$ cat config.mk
export PLATFORM = sky130hd
export DESIGN_NAME = rxq_status_fifo
export DESIGN_NICKNAME = d
export VERILOG_FILES = /design/src/rtl/rxq_pkg.sv /design/src/rtl/rxq_store.sv /design/src/rtl/rxq_hold.sv /design/src/rtl/rxq_errstat.sv /design/src/rtl/rxq_wdog.sv /design/src/rtl/rxq_status_fifo.sv
export SDC_FILE = /design/constraint.sdc
export NUM_CORES = 1
export LEC_CHECK = 0
export BUFFER_PORTS_ARGS = -buffer_cell sky130_fd_sc_hd__buf_4
export CORE_MARGIN = 2
export CORE_UTILIZATION = 55
export CTS_CLUSTER_SIZE = 20
export DETAILED_ROUTE_END_ITERATION = 7
export GPL_ROUTABILITY_DRIVEN = 0
export PLACE_DENSITY = 0.74
export SYNTH_ARGS = -nofsm -noshare
export SYNTH_HDL_FRONTEND = slang
export SYNTH_SLANG_ARGS = --single-unit
$ cat constraint.sdc
create_clock -name clk -period 2.53 [get_ports clk]
set_clock_uncertainty 0.05 [all_clocks]
set_input_delay 0.506 -clock clk [delete_from_list [all_inputs] [get_ports clk]]
set_output_delay 0.506 -clock clk [all_outputs]
set_load 0.01 [all_outputs]
$ cat src/rtl/rxq_pkg.sv
package rxq_pkg;
  localparam int DATA_W = 8;
  localparam int STAT_W = 3;

  typedef struct packed {
    logic              brk;
    logic              ferr;
    logic              perr;
    logic [DATA_W-1:0] data;
  } rxq_entry_t;
endpackage

$ cat src/rtl/rxq_store.sv
module rxq_store
  import rxq_pkg::*;
#(
  parameter int DEPTH = 8,
  localparam int AW = $clog2(DEPTH),
  localparam int CW = $clog2(DEPTH + 1)
) (
  input  logic       clk,
  input  logic       rst_n,
  input  logic       push,
  input  rxq_entry_t push_ent,
  input  logic       pop,
  output rxq_entry_t head_ent,
  output logic [CW-1:0] count
);
  localparam logic [AW-1:0] LAST_P = AW'(DEPTH - 1);

  rxq_entry_t mem [DEPTH];
  logic [AW-1:0] wptr_q, wptr_d, rptr_q, rptr_d;
  logic [CW-1:0] cnt_d;

  // storage: one enabled register per slot
  for (genvar i = 0; i < DEPTH; i++) begin : g_slot
    always_ff @(posedge clk) begin
      if (push && (wptr_q == AW'(i))) mem[i] <= push_ent;
    end
  end

  always_comb begin
    wptr_d = wptr_q;
    rptr_d = rptr_q;
    cnt_d  = count;
    if (push) wptr_d = (wptr_q == LAST_P) ? '0 : wptr_q + 1'b1;
    if (pop)  rptr_d = (rptr_q == LAST_P) ? '0 : rptr_q + 1'b1;
    if (push && !pop)      cnt_d = count + 1'b1;
    else if (pop && !push) cnt_d = count - 1'b1;
  end

  always_ff @(posedge clk or negedge rst_n) begin
    if (!rst_n) begin
      wptr_q <= '0;
      rptr_q <= '0;
      count  <= '0;
    end else begin
      wptr_q <= wptr_d;
      rptr_q <= rptr_d;
      count  <= cnt_d;
    end
  end

  assign head_ent = mem[rptr_q];
endmodule

$ cat src/rtl/rxq_hold.sv
module rxq_hold
  import rxq_pkg::*;
(
  input  logic       clk,
  input  logic       rst_n,
  input  logic       wr_valid,
  input  rxq_entry_t wr_ent,
  input  logic       start_bit,
  input  logic       space,
  input  logic       err_clr,
  output logic       push,
  output rxq_entry_t push_ent,
  output logic       overrun
);
  logic       hold_vld_q, hold_vld_d;
  rxq_entry_t hold_ent_q, hold_ent_d;
  logic       hold_load;
  logic       ovr_set, ovr_d;

  always_comb begin
    hold_vld_d = hold_vld_q;
    hold_ent_d = hold_ent_q;
    hold_load  = 1'b0;
    ovr_set    = 1'b0;
    if (hold_vld_q) begin
      push     = space;
      push_ent = hold_ent_q;
      if (space) begin
        hold_vld_d = wr_valid;
        hold_load  = wr_valid;
      end else if (wr_valid) begin
        hold_load  = 1'b1;
        ovr_set    = 1'b1;
      end else if (start_bit) begin
        hold_vld_d = 1'b0;
        ovr_set    = 1'b1;
      end
    end else begin
      push     = wr_valid && space;
      push_ent = wr_ent;
      if (wr_valid && !space) begin
        hold_vld_d = 1'b1;
        hold_load  = 1'b1;
      end
    end
    if (hold_load) hold_ent_d = wr_ent;
    if (ovr_set)      ovr_d = 1'b1;
    else if (err_clr) ovr_d = 1'b0;
    else              ovr_d = overrun;
  end

  always_ff @(posedge clk or negedge rst_n) begin
    if (!rst_n) begin
      hold_vld_q <= 1'b0;
      overrun    <= 1'b0;
    end else begin
      hold_vld_q <= hold_vld_d;
      overrun    <= ovr_d;
    end
  end

  always_ff @(posedge clk) begin
    if (hold_load) hold_ent_q <= hold_ent_d;
  end
endmodule

$ cat src/rtl/rxq_errstat.sv
module rxq_errstat
  import rxq_pkg::*;
(
  input  logic              clk,
  input  logic              rst_n,
  input  logic              err_mode,
  input  logic              err_clr,
  input  logic              head_vld,
  input  logic [STAT_W-1:0] head_stat,
  output logic [STAT_W-1:0] stat
);
  logic [STAT_W-1:0] acc_q, acc_d, cur;

  always_comb begin
    cur   = head_vld ? head_stat : '0;
    acc_d = err_clr ? '0 : (acc_q | cur);
    stat  = err_mode ? (acc_q | cur) : cur;
  end

  always_ff @(posedge clk or negedge rst_n) begin
    if (!rst_n) acc_q <= '0;
    else        acc_q <= acc_d;
  end
endmodule

$ cat src/rtl/rxq_wdog.sv
module rxq_wdog #(
  parameter int TICKS = 64,
  localparam int TW = (TICKS > 1) ? $clog2(TICKS) : 1
) (
  input  logic clk,
  input  logic rst_n,
  input  logic en,
  input  logic tick,
  input  logic restart,
  input  logic nonempty,
  output logic irq
);
  localparam logic [TW-1:0] LAST_T = TW'(TICKS - 1);

  logic [TW-1:0] cnt_q, cnt_d;
  logic          expire, irq_d;

  always_comb begin
    expire = en && !restart && tick && (cnt_q == LAST_T);
    if (!en || restart)  cnt_d = '0;
    else if (tick)       cnt_d = (cnt_q == LAST_T) ? '0 : cnt_q + 1'b1;
    else                 cnt_d = cnt_q;
    if (!en || restart)          irq_d = 1'b0;
    else if (expire && nonempty) irq_d = 1'b1;
    else                         irq_d = irq;
  end

  always_ff @(posedge clk or negedge rst_n) begin
    if (!rst_n) begin
      cnt_q <= '0;
      irq   <= 1'b0;
    end else begin
      cnt_q <= cnt_d;
      irq   <= irq_d;
    end
  end
endmodule

$ cat src/rtl/rxq_status_fifo.sv
module rxq_status_fifo
  import rxq_pkg::*;
#(
  parameter int DEPTH = 8,
  parameter int WDOG_TICKS = 64,
  localparam int CW = $clog2(DEPTH + 1),
  localparam int FW = $clog2(DEPTH)
) (
  input  logic              clk,
  input  logic              rst_n,
  input  logic              wr_valid,
  input  logic [DATA_W-1:0] wr_data,
  input  logic              wr_perr,
  input  logic              wr_ferr,
  input  logic              wr_brk,
  input  logic              start_bit,
  input  logic              rd_pop,
  input  logic              bit_tick,
  input  logic              err_mode,
  input  logic              err_clr,
  input  logic              wdog_en,
  output logic [DATA_W-1:0] rd_data,
  output logic [STAT_W-1:0] rd_stat,
  output logic [FW-1:0]     fill_cnt,
  output logic              ready,
  output logic              full,
  output logic              overrun,
  output logic              wdog_irq
);
  localparam logic [CW-1:0] DEPTH_C = CW'(DEPTH);

  logic          rst_meta, rst_sync;
  rxq_entry_t    wr_ent, push_ent, head_ent;
  logic          push, pop_ok, space;
  logic [CW-1:0] count;

  // reset: asserted asynchronously, released on a clock edge
  always_ff @(posedge clk or negedge rst_n) begin
    if (!rst_n) begin
      rst_meta <= 1'b0;
      rst_sync <= 1'b0;
    end else begin
      rst_meta <= 1'b1;
      rst_sync <= rst_meta;
    end
  end

  always_comb begin
    wr_ent.brk  = wr_brk;
    wr_ent.ferr = wr_ferr;
    wr_ent.perr = wr_perr;
    wr_ent.data = wr_data;
    ready  = (count != '0);
    full   = (count == DEPTH_C);
    pop_ok = rd_pop && ready;
    space  = !full || pop_ok;
    fill_cnt = full ? '1 : count[FW-1:0];
    rd_data  = ready ? head_ent.data : '0;
  end

  rxq_hold u_hold (
    .clk      (clk),
    .rst_n    (rst_sync),
    .wr_valid (wr_valid),
    .wr_ent   (wr_ent),
    .start_bit(start_bit),
    .space    (space),
    .err_clr  (err_clr),
    .push     (push),
    .push_ent (push_ent),
    .overrun  (overrun)
  );

  rxq_store #(.DEPTH(DEPTH)) u_store (
    .clk     (clk),
    .rst_n   (rst_sync),
    .push    (push),
    .push_ent(push_ent),
    .pop     (pop_ok),
    .head_ent(head_ent),
    .count   (count)
  );

  rxq_errstat u_stat (
    .clk      (clk),
    .rst_n    (rst_sync),
    .err_mode (err_mode),
    .err_clr  (err_clr),
    .head_vld (ready),
    .head_stat({head_ent.brk, head_ent.ferr, head_ent.perr}),
    .stat     (rd_stat)
  );

  rxq_wdog #(.TICKS(WDOG_TICKS)) u_wdog (
    .clk     (clk),
    .rst_n   (rst_sync),
    .en      (wdog_en),
    .tick    (bit_tick),
    .restart (push || pop_ok),
    .nonempty(ready),
    .irq     (wdog_irq)
  );
endmodule

==> flow_results.xml, run 1 <==
<?xml version="1.0" encoding="UTF-8"?>
<metrics>
  <group name="worst_setup_path">
    <metric name="reg2reg_slack" unit="ps">50</metric>
    <metric name="r2r_start" unit="">u_store.count[0]</metric>
    <metric name="worst-endpoint-arrival" unit="ps">2050</metric>
    <metric name="worstPathRequired" unit="ps">1970</metric>
    <metric name="setup.worst_path.start_class" unit="">flop</metric>
    <metric name="worstRegToRegCells" unit="">10</metric>
    <metric name="critPathCaptureType" unit="">output port</metric>
    <metric name="cp_max_fo" unit="">11</metric>
    <metric name="timing_worst_setup_path_type" unit="">reg2out</metric>
    <metric name="rr_endpoint" unit="">u_store.count[3]</metric>
  </group>
  <group name="power_and_ir_drop">
    <metric name="switching_share" unit="">0.296</metric>
    <metric name="power_leakage" unit="nW">2.53</metric>
    <metric name="clkPwrFrac" unit="">0.306</metric>
    <metric name="p_seq_frac" unit="">0.349</metric>
    <metric name="max-vdd-ir-drop" unit="uV">602</metric>
    <metric name="power.density" unit="nW/um^2">1210</metric>
    <metric name="share_comb_of_total_power" unit="">0.345</metric>
    <metric name="p_int" unit="mW">5.61</metric>
    <metric name="netSwitchingPower" unit="mW">2.36</metric>
  </group>
  <group name="place">
    <metric name="dpl.cell_count" unit="">465</metric>
    <metric name="detailedPlacementHpwl" unit="um">6090</metric>
    <metric name="placement.io_buffers" unit="">37</metric>
  </group>
  <group name="hold_path">
    <metric name="min_from" unit="">wr_data[3]</metric>
    <metric name="min_path_type" unit="">in2reg</metric>
    <metric name="whs_path_depth" unit="">1</metric>
    <metric name="hold-path-endpoint" unit="">u_hold.hold_ent_q[3]</metric>
  </group>
  <group name="cells_and_area">
    <metric name="post_route_cells_drive_above_1_share" unit="">0.385</metric>
    <metric name="final_nets" unit="">417</metric>
    <metric name="area_growth_syn_to_layout" unit="%">26.2</metric>
    <metric name="final_cell_mix" unit="">edfxtp_1, buf_4, dfrtp_1, clkbuf_16, mux4_2</metric>
    <metric name="antenna_cells_inserted" unit="">0</metric>
    <metric name="mostFrequentLayoutCell" unit="">edfxtp_1</metric>
    <metric name="post_layout_nonfiller_instances" unit="">508</metric>
  </group>
  <group name="routing">
    <metric name="drt_first_iter_violations" unit="">191</metric>
    <metric name="drtAntennaViolNets" unit="">0</metric>
    <metric name="wire_per_inst" unit="um">19.9</metric>
    <metric name="detailroute.via_count" unit="">2867</metric>
    <metric name="vias_per_cell" unit="">5.64</metric>
    <metric name="drt-total-wl" unit="um">10100</metric>
    <metric name="drc" unit="">0</metric>
    <metric name="first_pass_iters" unit="">4</metric>
  </group>
  <group name="timing">
    <metric name="worst_setup_slack_final" unit="ps">-73.7</metric>
    <metric name="hold_viol" unit="">0</metric>
    <metric name="whs" unit="ps">129</metric>
    <metric name="final_setup_viols" unit="">10</metric>
    <metric name="worst-slew-pin-transition" unit="ps">935</metric>
    <metric name="rsz0062_at_grt" unit="">true</metric>
    <metric name="max_freq" unit="MHz">384</metric>
    <metric name="layout_worst_path_cycle_share" unit="">1.03</metric>
    <metric name="finalMaxSlewViolations" unit="">0</metric>
    <metric name="maxSlewHeadroom" unit="">0.376</metric>
    <metric name="min_period" unit="ps">2600</metric>
  </group>
  <group name="floorplan">
    <metric name="chipHeight" unit="um">101</metric>
    <metric name="io_pins" unit="">38</metric>
    <metric name="initial_core_util" unit="">0.567</metric>
    <metric name="core_region_area" unit="sq um">9200</metric>
    <metric name="dieWidth" unit="um">101</metric>
    <metric name="row_count" unit="">35</metric>
    <metric name="design.die.area" unit="sq um">10300</metric>
  </group>
  <group name="yosys">
    <metric name="syn-num-nets" unit="">345</metric>
    <metric name="yosysSeqAreaShare" unit="">0.686</metric>
    <metric name="area_of_the_mapped_netlist" unit="sq um">5210</metric>
    <metric name="synth.yosys.warnings" unit="">0</metric>
    <metric name="ys_types" unit="">45</metric>
    <metric name="netlist_instances" unit="">312</metric>
    <metric name="synth.avg_cell_area" unit="sq um">16.7</metric>
    <metric name="synth_seq_cells" unit="">123</metric>
  </group>
  <group name="outcome">
    <metric name="status" unit="">finished with violations</metric>
    <metric name="violations" unit="">negative setup slack</metric>
  </group>
  <group name="global_route">
    <metric name="grt_pass1_wl" unit="um">16100</metric>
    <metric name="grt_util_all_layers" unit="">0.221</metric>
    <metric name="first_global_vias" unit="">3025</metric>
    <metric name="number_of_antenna_violations_at_the_first_check_in_global_routing" unit="">0</metric>
    <metric name="grt.overflow.total" unit="">0</metric>
    <metric name="largest_net_degree_at_the_start_of_global_routing" unit="">23</metric>
  </group>
  <group name="flow_run">
    <metric name="max_cap_violations" unit="">0</metric>
  </group>
  <group name="clock_network">
    <metric name="clock_sinks" unit="">123</metric>
    <metric name="cts_htree_levels" unit="">4</metric>
    <metric name="cts_inserted_buffers" unit="">17</metric>
    <metric name="root_buffer" unit="">clkbuf_8</metric>
    <metric name="cts.clk_slew.worst_paths" unit="ps">60</metric>
    <metric name="cts_tree" unit="">built</metric>
    <metric name="cts_buffer_depth" unit="">2</metric>
    <metric name="clk-insertion-delay-late" unit="ps">510</metric>
  </group>
</metrics>
[cell families after synthesis]
group | count (synthesis) | share of synthesized area
buffers and inverters | 21 | 0.0182
flip-flops | 123 | 0.686
AND/OR/NAND/NOR | 71 | 0.0728
other | 1 | 0.000720
multiplexers | 48 | 0.141
XOR/XNOR | 4 | 0.00672
AO/OA/AOI/OAI | 31 | 0.0423
adder cells (fa/ha/maj) | 13 | 0.0327
[timing repair]
item,in CTS,in global routing
gates cloned,1,0
resized for setup,10,17
endpoints found under the setup margin,11,12
endpoints found under the hold margin,2,0
hold buffers,1,0
pin swaps,3,11
buffers inserted,5,5
[synth_stat cells (all sizes together)]
| library cell | n | area share |
|---|---|---|
| a2111oi | 1 | 0.0017 |
| a21boi | 1 | 0.0022 |
| a21o | 3 | 0.0043 |
| a21oi | 7 | 0.0067 |
| a22oi | 3 | 0.0043 |
| a311oi | 1 | 0.0029 |
| a41oi | 1 | 0.0017 |
| and2 | 3 | 0.0036 |
| and3 | 8 | 0.0096 |
| buf | 7 | 0.0072 |
| clkbuf | 3 | 0.0022 |
| conb | 1 | 0.00072 |
| dfrtp | 24 | 0.12 |
| edfxtp | 99 | 0.57 |
| fa | 1 | 0.0038 |
| ha | 12 | 0.029 |
| inv | 11 | 0.0089 |
| mux2 | 13 | 0.028 |
| mux2i | 16 | 0.031 |
| mux4 | 19 | 0.082 |
| nand2 | 18 | 0.013 |
| nand2b | 6 | 0.0072 |
| nand3 | 6 | 0.0058 |
| nand3b | 1 | 0.0014 |
| nor2 | 17 | 0.014 |
| nor2b | 1 | 0.0012 |
| nor3 | 5 | 0.0048 |
| nor4 | 1 | 0.0041 |
| o211ai | 1 | 0.0014 |
| o21a | 1 | 0.0014 |
| o21ai | 10 | 0.010 |
| o22ai | 1 | 0.0038 |
| o31ai | 1 | 0.0014 |
| or2b | 2 | 0.0029 |
| or3 | 2 | 0.0024 |
| or4b | 1 | 0.0026 |
| xnor2 | 2 | 0.0034 |
| xor2 | 2 | 0.0034 |
[flip-flops by register name, summed over array words and instances, names as in the netlist]
name and cells:
rst_meta 1, u_store.mem 88, u_store.wptr_q 3, u_store.rptr_q 3, u_hold.overrun 1, rst_sync 1, u_hold.hold_ent_q 11, u_store.count 4
u_wdog.cnt_q 6, u_stat.acc_q 3, u_wdog.irq 1, u_hold.hold_vld_q 1
[power by group through the flow]
stage          Sequential [mW]  Combinational [mW]  Clock [mW]
2_1_floorplan             2.76                1.54           0
3_3_place_gp              2.77                2.36           0
3_5_place_dp              2.79                2.42           0
4_1_cts                   2.77                2.66        2.46
5_1_grt                   2.81                3.01        2.57
6_report                  2.78                2.74        2.44
[worst max-delay path, stage by stage, from the launching register on]
cell,delay [ps]
dfrtp_2,440
buf_8,180
mux4_2,510
mux2i_1,200
nor2_1,60
buf_4,140
[worst max-delay path by stage]
stage                      startpoint               end  slack [ps]  cells after the start
finish              u_store.rptr_q[0]        rd_data[1]         -70                      5
global route        u_store.rptr_q[0]        rd_data[2]        -160                      5
CTS                 u_store.rptr_q[0]        rd_data[6]        -110                      6
detailed placement   u_store.count[0]  u_store.count[3]          30                     10
global placement     u_store.count[0]  u_store.count[3]         110                     10
floorplan            u_store.count[0]  u_store.count[3]           1                     10
[area by class of cell]
type                       instances  area (sq um)
clock buffer                      26           553
inverter                          11          48.8
timing repair buffer              63           547
sequential                       123          3580
clock inverter                     6          68.8
tap                              111           139
fill                             574          2620
multi-input combinational        168          1640
[layer usage]
metal | global-route usage | vias up | wire length, um
li1 | - | 1343 | -
met1 | 0.277 | 1468 | 4310
met2 | 0.368 | 47 | 5370
met3 | 0.0635 | 9 | 308
met4 | 0.0852 | 0 | 99
met5 | 0 | - | 0
[stage by stage]
stage                     area, sq um  power (mW)  setup WS, ps  setup TNS (ps)  utilization
after floorplan                  5240        4.30         0.956               0            -
after global placement           5730        5.13           113               0        0.623
after detailed placement         5730        5.21          31.6               0        0.623
after CTS                        6490        7.89          -114            -877        0.706
after global routing             6580        8.39          -157           -1470        0.715
final                            6580        7.96         -73.7            -411        0.715
No activity file was read; power rests on OpenSTA's default activity.
==> run 2: changes to the inputs <==
Settings changed: SKIP_CTS_REPAIR_TIMING set to 1.
==> run 2 against run 1 <==
Compared with the run above:
- the flow still finishes with violations (negative setup slack)
- hold slack gained 1.1 ps
- first-iteration DRC count decreased by 26%
- die area unchanged
- final area down 0.80%
- critical path depth rose by 1
- power down 1.5%
- non-clock buffer count stayed put
- via count increased by 0.94%
- setup slack worse by 30 ps
- register-to-register slack about the same
==> flow_results.xml, run 2 (synthesis gave the netlist of run 1 again) <==
<?xml version="1.0" encoding="UTF-8"?>
<metrics>
  <group name="worst_setup_path">
    <metric name="critPathCaptureType" unit="">output port</metric>
    <metric name="worstRegToRegCells" unit="">10</metric>
    <metric name="reg2reg_slack" unit="ps">60</metric>
    <metric name="cp_max_fo" unit="">4</metric>
    <metric name="worstPathRequired" unit="ps">1970</metric>
    <metric name="timing_worst_setup_path_type" unit="">reg2out</metric>
    <metric name="rr_endpoint" unit="">u_store.count[3]</metric>
    <metric name="worst-endpoint-arrival" unit="ps">2080</metric>
    <metric name="setup.worst_path.start_class" unit="">flop</metric>
    <metric name="r2r_start" unit="">u_store.count[0]</metric>
  </group>
  <group name="timing">
    <metric name="finalMaxSlewViolations" unit="">0</metric>
    <metric name="worst-slew-pin-transition" unit="ps">943</metric>
    <metric name="layout_worst_path_cycle_share" unit="">1.04</metric>
    <metric name="min_period" unit="ps">2630</metric>
    <metric name="worst_setup_slack_final" unit="ps">-104</metric>
    <metric name="maxSlewHeadroom" unit="">0.371</metric>
    <metric name="hold_viol" unit="">0</metric>
    <metric name="tns" unit="ps">-657</metric>
    <metric name="max_freq" unit="MHz">380</metric>
    <metric name="whs" unit="ps">130</metric>
    <metric name="rsz0062_at_grt" unit="">true</metric>
    <metric name="final_setup_viols" unit="">11</metric>
  </group>
  <group name="clock_network">
    <metric name="cts_buffer_depth" unit="">2</metric>
    <metric name="cts_tree" unit="">built</metric>
    <metric name="clock_sinks" unit="">123</metric>
    <metric name="cts.clk_slew.worst_paths" unit="ps">60</metric>
    <metric name="cts_inserted_buffers" unit="">17</metric>
    <metric name="root_buffer" unit="">clkbuf_8</metric>
    <metric name="cts_htree_levels" unit="">4</metric>
    <metric name="clk-insertion-delay-late" unit="ps">510</metric>
  </group>
  <group name="floorplan">
    <metric name="chipHeight" unit="um">101</metric>
    <metric name="design.die.area" unit="sq um">10300</metric>
    <metric name="core_region_area" unit="sq um">9200</metric>
    <metric name="row_count" unit="">35</metric>
    <metric name="io_pins" unit="">38</metric>
    <metric name="dieWidth" unit="um">101</metric>
    <metric name="initial_core_util" unit="">0.567</metric>
  </group>
  <group name="power_and_ir_drop">
    <metric name="power_leakage" unit="nW">2.51</metric>
    <metric name="share_comb_of_total_power" unit="">0.335</metric>
    <metric name="p_int" unit="mW">5.53</metric>
    <metric name="p_seq_frac" unit="">0.353</metric>
    <metric name="max-vdd-ir-drop" unit="uV">573</metric>
    <metric name="switching_share" unit="">0.295</metric>
    <metric name="power.density" unit="nW/um^2">1200</metric>
    <metric name="clkPwrFrac" unit="">0.312</metric>
    <metric name="netSwitchingPower" unit="mW">2.31</metric>
    <metric name="design_power_total" unit="mW">7.84</metric>
  </group>
  <group name="hold_path">
    <metric name="min_from" unit="">wr_data[0]</metric>
    <metric name="hold-path-endpoint" unit="">u_hold.hold_ent_q[0]</metric>
    <metric name="whs_path_depth" unit="">1</metric>
    <metric name="min_path_type" unit="">in2reg</metric>
  </group>
  <group name="global_route">
    <metric name="grt_util_all_layers" unit="">0.214</metric>
    <metric name="grt.overflow.total" unit="">0</metric>
    <metric name="first_global_vias" unit="">2971</metric>
    <metric name="largest_net_degree_at_the_start_of_global_routing" unit="">23</metric>
    <metric name="number_of_antenna_violations_at_the_first_check_in_global_routing" unit="">0</metric>
    <metric name="grt_pass1_wl" unit="um">15700</metric>
  </group>
  <group name="outcome">
    <metric name="status" unit="">finished with violations</metric>
    <metric name="violations" unit="">negative setup slack</metric>
  </group>
  <group name="place">
    <metric name="dpl_ws" unit="ps">31.6</metric>
    <metric name="placement.io_buffers" unit="">37</metric>
    <metric name="detailedPlacementHpwl" unit="um">6090</metric>
    <metric name="dpl.cell_count" unit="">465</metric>
  </group>
  <group name="cells_and_area">
    <metric name="largest_reg_flops" unit="">88</metric>
    <metric name="multi_input_comb_area" unit="sq um">1600</metric>
    <metric name="area_growth_syn_to_layout" unit="%">25.2</metric>
    <metric name="regArea" unit="sq um">3580</metric>
    <metric name="regMostFlops" unit="">u_store.mem</metric>
    <metric name="num-fill-cells" unit="">572</metric>
    <metric name="post_route_cells_drive_above_1_share" unit="">0.365</metric>
    <metric name="final_nets" unit="">417</metric>
    <metric name="final_cell_mix" unit="">edfxtp_1, buf_4, dfrtp_1, clkbuf_16, mux4_2</metric>
    <metric name="mostFrequentLayoutCell" unit="">edfxtp_1</metric>
    <metric name="post_layout_nonfiller_instances" unit="">508</metric>
    <metric name="top_regs" unit="">u_store.mem: 88 flops, u_hold.hold_ent_q: 11 flops, u_wdog.cnt_q: 6 flops</metric>
    <metric name="antenna_cells_inserted" unit="">0</metric>
  </group>
  <group name="routing">
    <metric name="first_pass_iters" unit="">4</metric>
    <metric name="drt-total-wl" unit="um">10000</metric>
    <metric name="drtAntennaViolNets" unit="">0</metric>
    <metric name="detailroute.via_count" unit="">2894</metric>
    <metric name="drc" unit="">0</metric>
    <metric name="drt_first_iter_violations" unit="">141</metric>
    <metric name="vias_per_cell" unit="">5.70</metric>
    <metric name="wire_per_inst" unit="um">19.7</metric>
  </group>
  <group name="flow_run">
    <metric name="max_cap_violations" unit="">0</metric>
  </group>
</metrics>
run 2: stage by stage:
stage	area, sq um	utilization
after floorplan	5240	-
after global placement	5730	0.623
after detailed placement	5730	0.623
after CTS	6350	0.690
after global routing	6530	0.710
final	6530	0.710
run 2: layout make-up:
class / instances / share of cell area
Clock inverter: 6 / 0.0105
Clock buffer: 26 / 0.0848
Multi-Input combinational cell: 168 / 0.246
Inverter: 11 / 0.00748
Sequential cell: 123 / 0.548
Tap cell: 111 / 0.0213
Timing Repair Buffer: 63 / 0.0823
run 2: worst max-delay path by stage:
| stage | startpoint | endpoint | slack (ps) |
|---|---|---|---|
| 2_1_floorplan | u_store.count[0] | u_store.count[3] | 1 |
| 3_3_place_gp | u_store.count[0] | u_store.count[3] | 110 |
| 4_1_cts | u_store.rptr_q[0] | rd_data[1] | -200 |
| 3_5_place_dp | u_store.count[0] | u_store.count[3] | 30 |
| 5_1_grt | u_store.rptr_q[0] | rd_data[3] | -180 |
| 6_report | u_store.rptr_q[0] | rd_data[5] | -100 |
run 2: power by group through the flow:
stage / logic (mW) / registers, mW / clock network, mW
5_1_grt: 2.89 / 2.80 / 2.56
3_5_place_dp: 2.42 / 2.79 / 0
2_1_floorplan: 1.54 / 2.76 / 0
6_report: 2.63 / 2.77 / 2.44
4_1_cts: 2.44 / 2.76 / 2.46
3_3_place_gp: 2.36 / 2.77 / 0
run 2: critical path, stage by stage (launching register included):
cell and delay, ps:
dfrtp_2 440, clkbuf_16 170, buf_6 100, mux4_2 500
mux2i_1 160, nor2_1 50, buf_4 140
run 2: routing by layer:
| metal | GRT usage | part of all wire |
|---|---|---|
| met1 | 0.272 | 0.43 |
| met2 | 0.359 | 0.52 |
| met3 | 0.0545 | 0.037 |
| met4 | 0.0811 | 0.018 |
| met5 | 0 | 0 |
==> run 3: changes to the inputs <==
Clock period 2.53 ns to 3.08 ns, I/O delays scaled along.
==> run 3 against run 2 <==
Compared with the run above:
- the run now ends clean
- flip-flop and latch count is the same
- power shrank 19%
- clock power shrank 9.8%
- global-route usage shrank 0.40 points
- setup slack gained 290 ps
- sequential share of layout area grew 1.7 points
- register-to-register slack gained 180 ps
- critical path depth is the same
- first-iteration DRC count grew 11%
- non-clock buffer count shrank 16
- critical path type unchanged
- largest power group unchanged
==> flow_results.xml, run 3 (synthesis gave the netlist of run 1 again) <==
<?xml version="1.0" encoding="UTF-8"?>
<metrics>
  <group name="outcome">
    <metric name="status" unit="">finished, final reports clean</metric>
  </group>
  <group name="global_route">
    <metric name="grt_use_met3" unit="">0.0621</metric>
    <metric name="largest_net_degree_at_the_start_of_global_routing" unit="">29</metric>
    <metric name="grt_pass1_wl" unit="um">15400</metric>
    <metric name="global_route.usage.met1" unit="">0.278</metric>
    <metric name="grtUsageMet2" unit="">0.336</metric>
    <metric name="grt_util_all_layers" unit="">0.210</metric>
    <metric name="grt.busiest_layer" unit="">met2</metric>
    <metric name="grt.overflow.total" unit="">0</metric>
    <metric name="first_global_vias" unit="">2912</metric>
    <metric name="number_of_antenna_violations_at_the_first_check_in_global_routing" unit="">0</metric>
  </group>
  <group name="clock_network">
    <metric name="cts_htree_levels" unit="">4</metric>
    <metric name="clock_sinks" unit="">123</metric>
    <metric name="root_buffer" unit="">clkbuf_8</metric>
    <metric name="cts_tree" unit="">built</metric>
    <metric name="cts_buffer_depth" unit="">2</metric>
    <metric name="cts_inserted_buffers" unit="">17</metric>
    <metric name="clk-insertion-delay-late" unit="ps">520</metric>
    <metric name="cts.clk_slew.worst_paths" unit="ps">60</metric>
  </group>
  <group name="cells_and_area">
    <metric name="largest_reg_flops" unit="">88</metric>
    <metric name="regMostFlops" unit="">u_store.mem</metric>
    <metric name="post_route_cells_drive_above_1_share" unit="">0.315</metric>
    <metric name="post_layout_nonfiller_instances" unit="">492</metric>
    <metric name="multi_input_comb_area" unit="sq um">1540</metric>
    <metric name="final_nets" unit="">401</metric>
    <metric name="final_cell_mix" unit="">edfxtp_1, buf_4, dfrtp_1, mux4_2, nand2_1</metric>
    <metric name="top_regs" unit="">u_store.mem: 88 flops, u_hold.hold_ent_q: 11 flops, u_wdog.cnt_q: 6 flops</metric>
    <metric name="num-fill-cells" unit="">610</metric>
    <metric name="postLayoutCoreUtil" unit="">0.688</metric>
    <metric name="antenna_cells_inserted" unit="">0</metric>
    <metric name="area_growth_syn_to_layout" unit="%">21.5</metric>
    <metric name="mostFrequentLayoutCell" unit="">edfxtp_1</metric>
    <metric name="regArea" unit="sq um">3570</metric>
  </group>
  <group name="worst_setup_path">
    <metric name="critPathCaptureType" unit="">output port</metric>
    <metric name="worst-endpoint-arrival" unit="ps">2230</metric>
    <metric name="worst_path_dominant_cell_family" unit="">multiplexers</metric>
    <metric name="timing_worst_setup_path_type" unit="">reg2out</metric>
    <metric name="timing.critical_path.buf_inv" unit="">2</metric>
    <metric name="crit_path_cell_trace" unit="">buf_12 &gt; mux4_2 &gt; nand2b_1 &gt; nand3_1 &gt; nand2_1 &gt; buf_4</metric>
    <metric name="worstPathRequired" unit="ps">2410</metric>
    <metric name="cp_max_fo" unit="">28</metric>
    <metric name="setup.worst_path.start_class" unit="">flop</metric>
    <metric name="cp_peak_stage_delay" unit="ps">520</metric>
    <metric name="slowest_stage" unit="">mux4_2</metric>
  </group>
  <group name="timing">
    <metric name="maxSlewHeadroom" unit="">0.392</metric>
    <metric name="whs" unit="ps">228</metric>
    <metric name="layout_worst_path_cycle_share" unit="">0.939</metric>
    <metric name="worst_setup_slack_final" unit="ps">188</metric>
    <metric name="tns" unit="ps">0</metric>
    <metric name="hold_viol" unit="">0</metric>
    <metric name="min_period" unit="ps">2890</metric>
    <metric name="final_setup_viols" unit="">0</metric>
    <metric name="worst-slew-pin-transition" unit="ps">913</metric>
    <metric name="max_freq" unit="MHz">346</metric>
    <metric name="rsz0062_at_grt" unit="">false</metric>
    <metric name="finalMaxSlewViolations" unit="">0</metric>
  </group>
  <group name="floorplan">
    <metric name="initial_core_util" unit="">0.567</metric>
    <metric name="io_pins" unit="">38</metric>
    <metric name="chipHeight" unit="um">101</metric>
    <metric name="design.die.area" unit="sq um">10300</metric>
    <metric name="core_region_area" unit="sq um">9200</metric>
    <metric name="dieWidth" unit="um">101</metric>
    <metric name="row_count" unit="">35</metric>
  </group>
  <group name="power_and_ir_drop">
    <metric name="power.density" unit="nW/um^2">1010</metric>
    <metric name="max-vdd-ir-drop" unit="uV">479</metric>
    <metric name="power_leakage" unit="nW">2.42</metric>
  </group>
  <group name="routing">
    <metric name="drc" unit="">0</metric>
    <metric name="vias_per_cell" unit="">5.77</metric>
    <metric name="drt-total-wl" unit="um">9760</metric>
    <metric name="drtAntennaViolNets" unit="">0</metric>
    <metric name="detailroute.via_count" unit="">2838</metric>
    <metric name="wire_per_inst" unit="um">19.8</metric>
    <metric name="drt_first_iter_violations" unit="">157</metric>
    <metric name="first_pass_iters" unit="">4</metric>
  </group>
  <group name="place">
    <metric name="dpl.cell_count" unit="">458</metric>
    <metric name="detailedPlacementHpwl" unit="um">5980</metric>
    <metric name="placement.io_buffers" unit="">37</metric>
    <metric name="dpl_ws" unit="ps">147</metric>
  </group>
  <group name="hold_path">
    <metric name="min_path_type" unit="">in2reg</metric>
  </group>
  <group name="flow_run">
    <metric name="max_cap_violations" unit="">0</metric>
  </group>
</metrics>
[run 3: cell count changes in the layout (fill, tap and decap cells not counted), sizes merged]
cell      change
clkinvlp      +1
bufinv        +5
inv           +1
clkbuf       -10
clkinv        +2
buf          -15
[run 3: path summary, 6_finish.rpt]
check / startpoint / slack, ps / cells past startpoint / endpoint
max: u_store.rptr_q[0] / 190 / 6 / rd_stat[0]
max reg2reg: u_store.count[2] / 240 / 9 / u_store.count[3]
min: wr_brk / 230 / 1 / u_hold.hold_ent_q[10]
min in group asynchronous: rst_sync / 330 / 0 / u_store.wptr_q[0]
min reg2reg: rst_meta / 310 / 0 / rst_sync
max in group asynchronous: rst_sync / 2030 / 0 / u_store.count[3]
[run 3: cell type report]
cell class,instances,area share
Tap cell,111,0.0219
Clock buffer,17,0.0654
Multi-Input combinational cell,168,0.244
Sequential cell,123,0.565
Timing Repair Buffer,47,0.0581
Inverter,11,0.00731
Clock inverter,15,0.0385
[run 3: power by group]
group	switching (mW)	internal, mW	total, mW
Sequential	0.193	2.12	2.32
Combinational	0.940	0.910	1.85
Clock	0.721	1.48	2.20
[run 3: routing by layer]
metal / share of wire / up-vias
li1: - / 1317
met1: 0.43 / 1441
met2: 0.50 / 69
met3: 0.056 / 11
met4: 0.011 / 0
met5: 0 / -
[run 3: worst reg2reg max path: cells and delay by family, from the launching register on]
family / cells / cell delay (ps)
simple gates: 1 / 570
compound gates: 4 / 900
fa+ha+maj: 2 / 500
buf+inv: 2 / 250
flops: 1 / 450
[run 3: per-stage QoR]
step / total power, mW / cell area [sq um]
6_report: 6.36 / 6330
5_1_grt: 6.66 / 6330
4_1_cts: 6.41 / 6310
3_5_place_dp: 4.20 / 5650
3_3_place_gp: 4.13 / 5650
2_1_floorplan: 3.50 / 5210
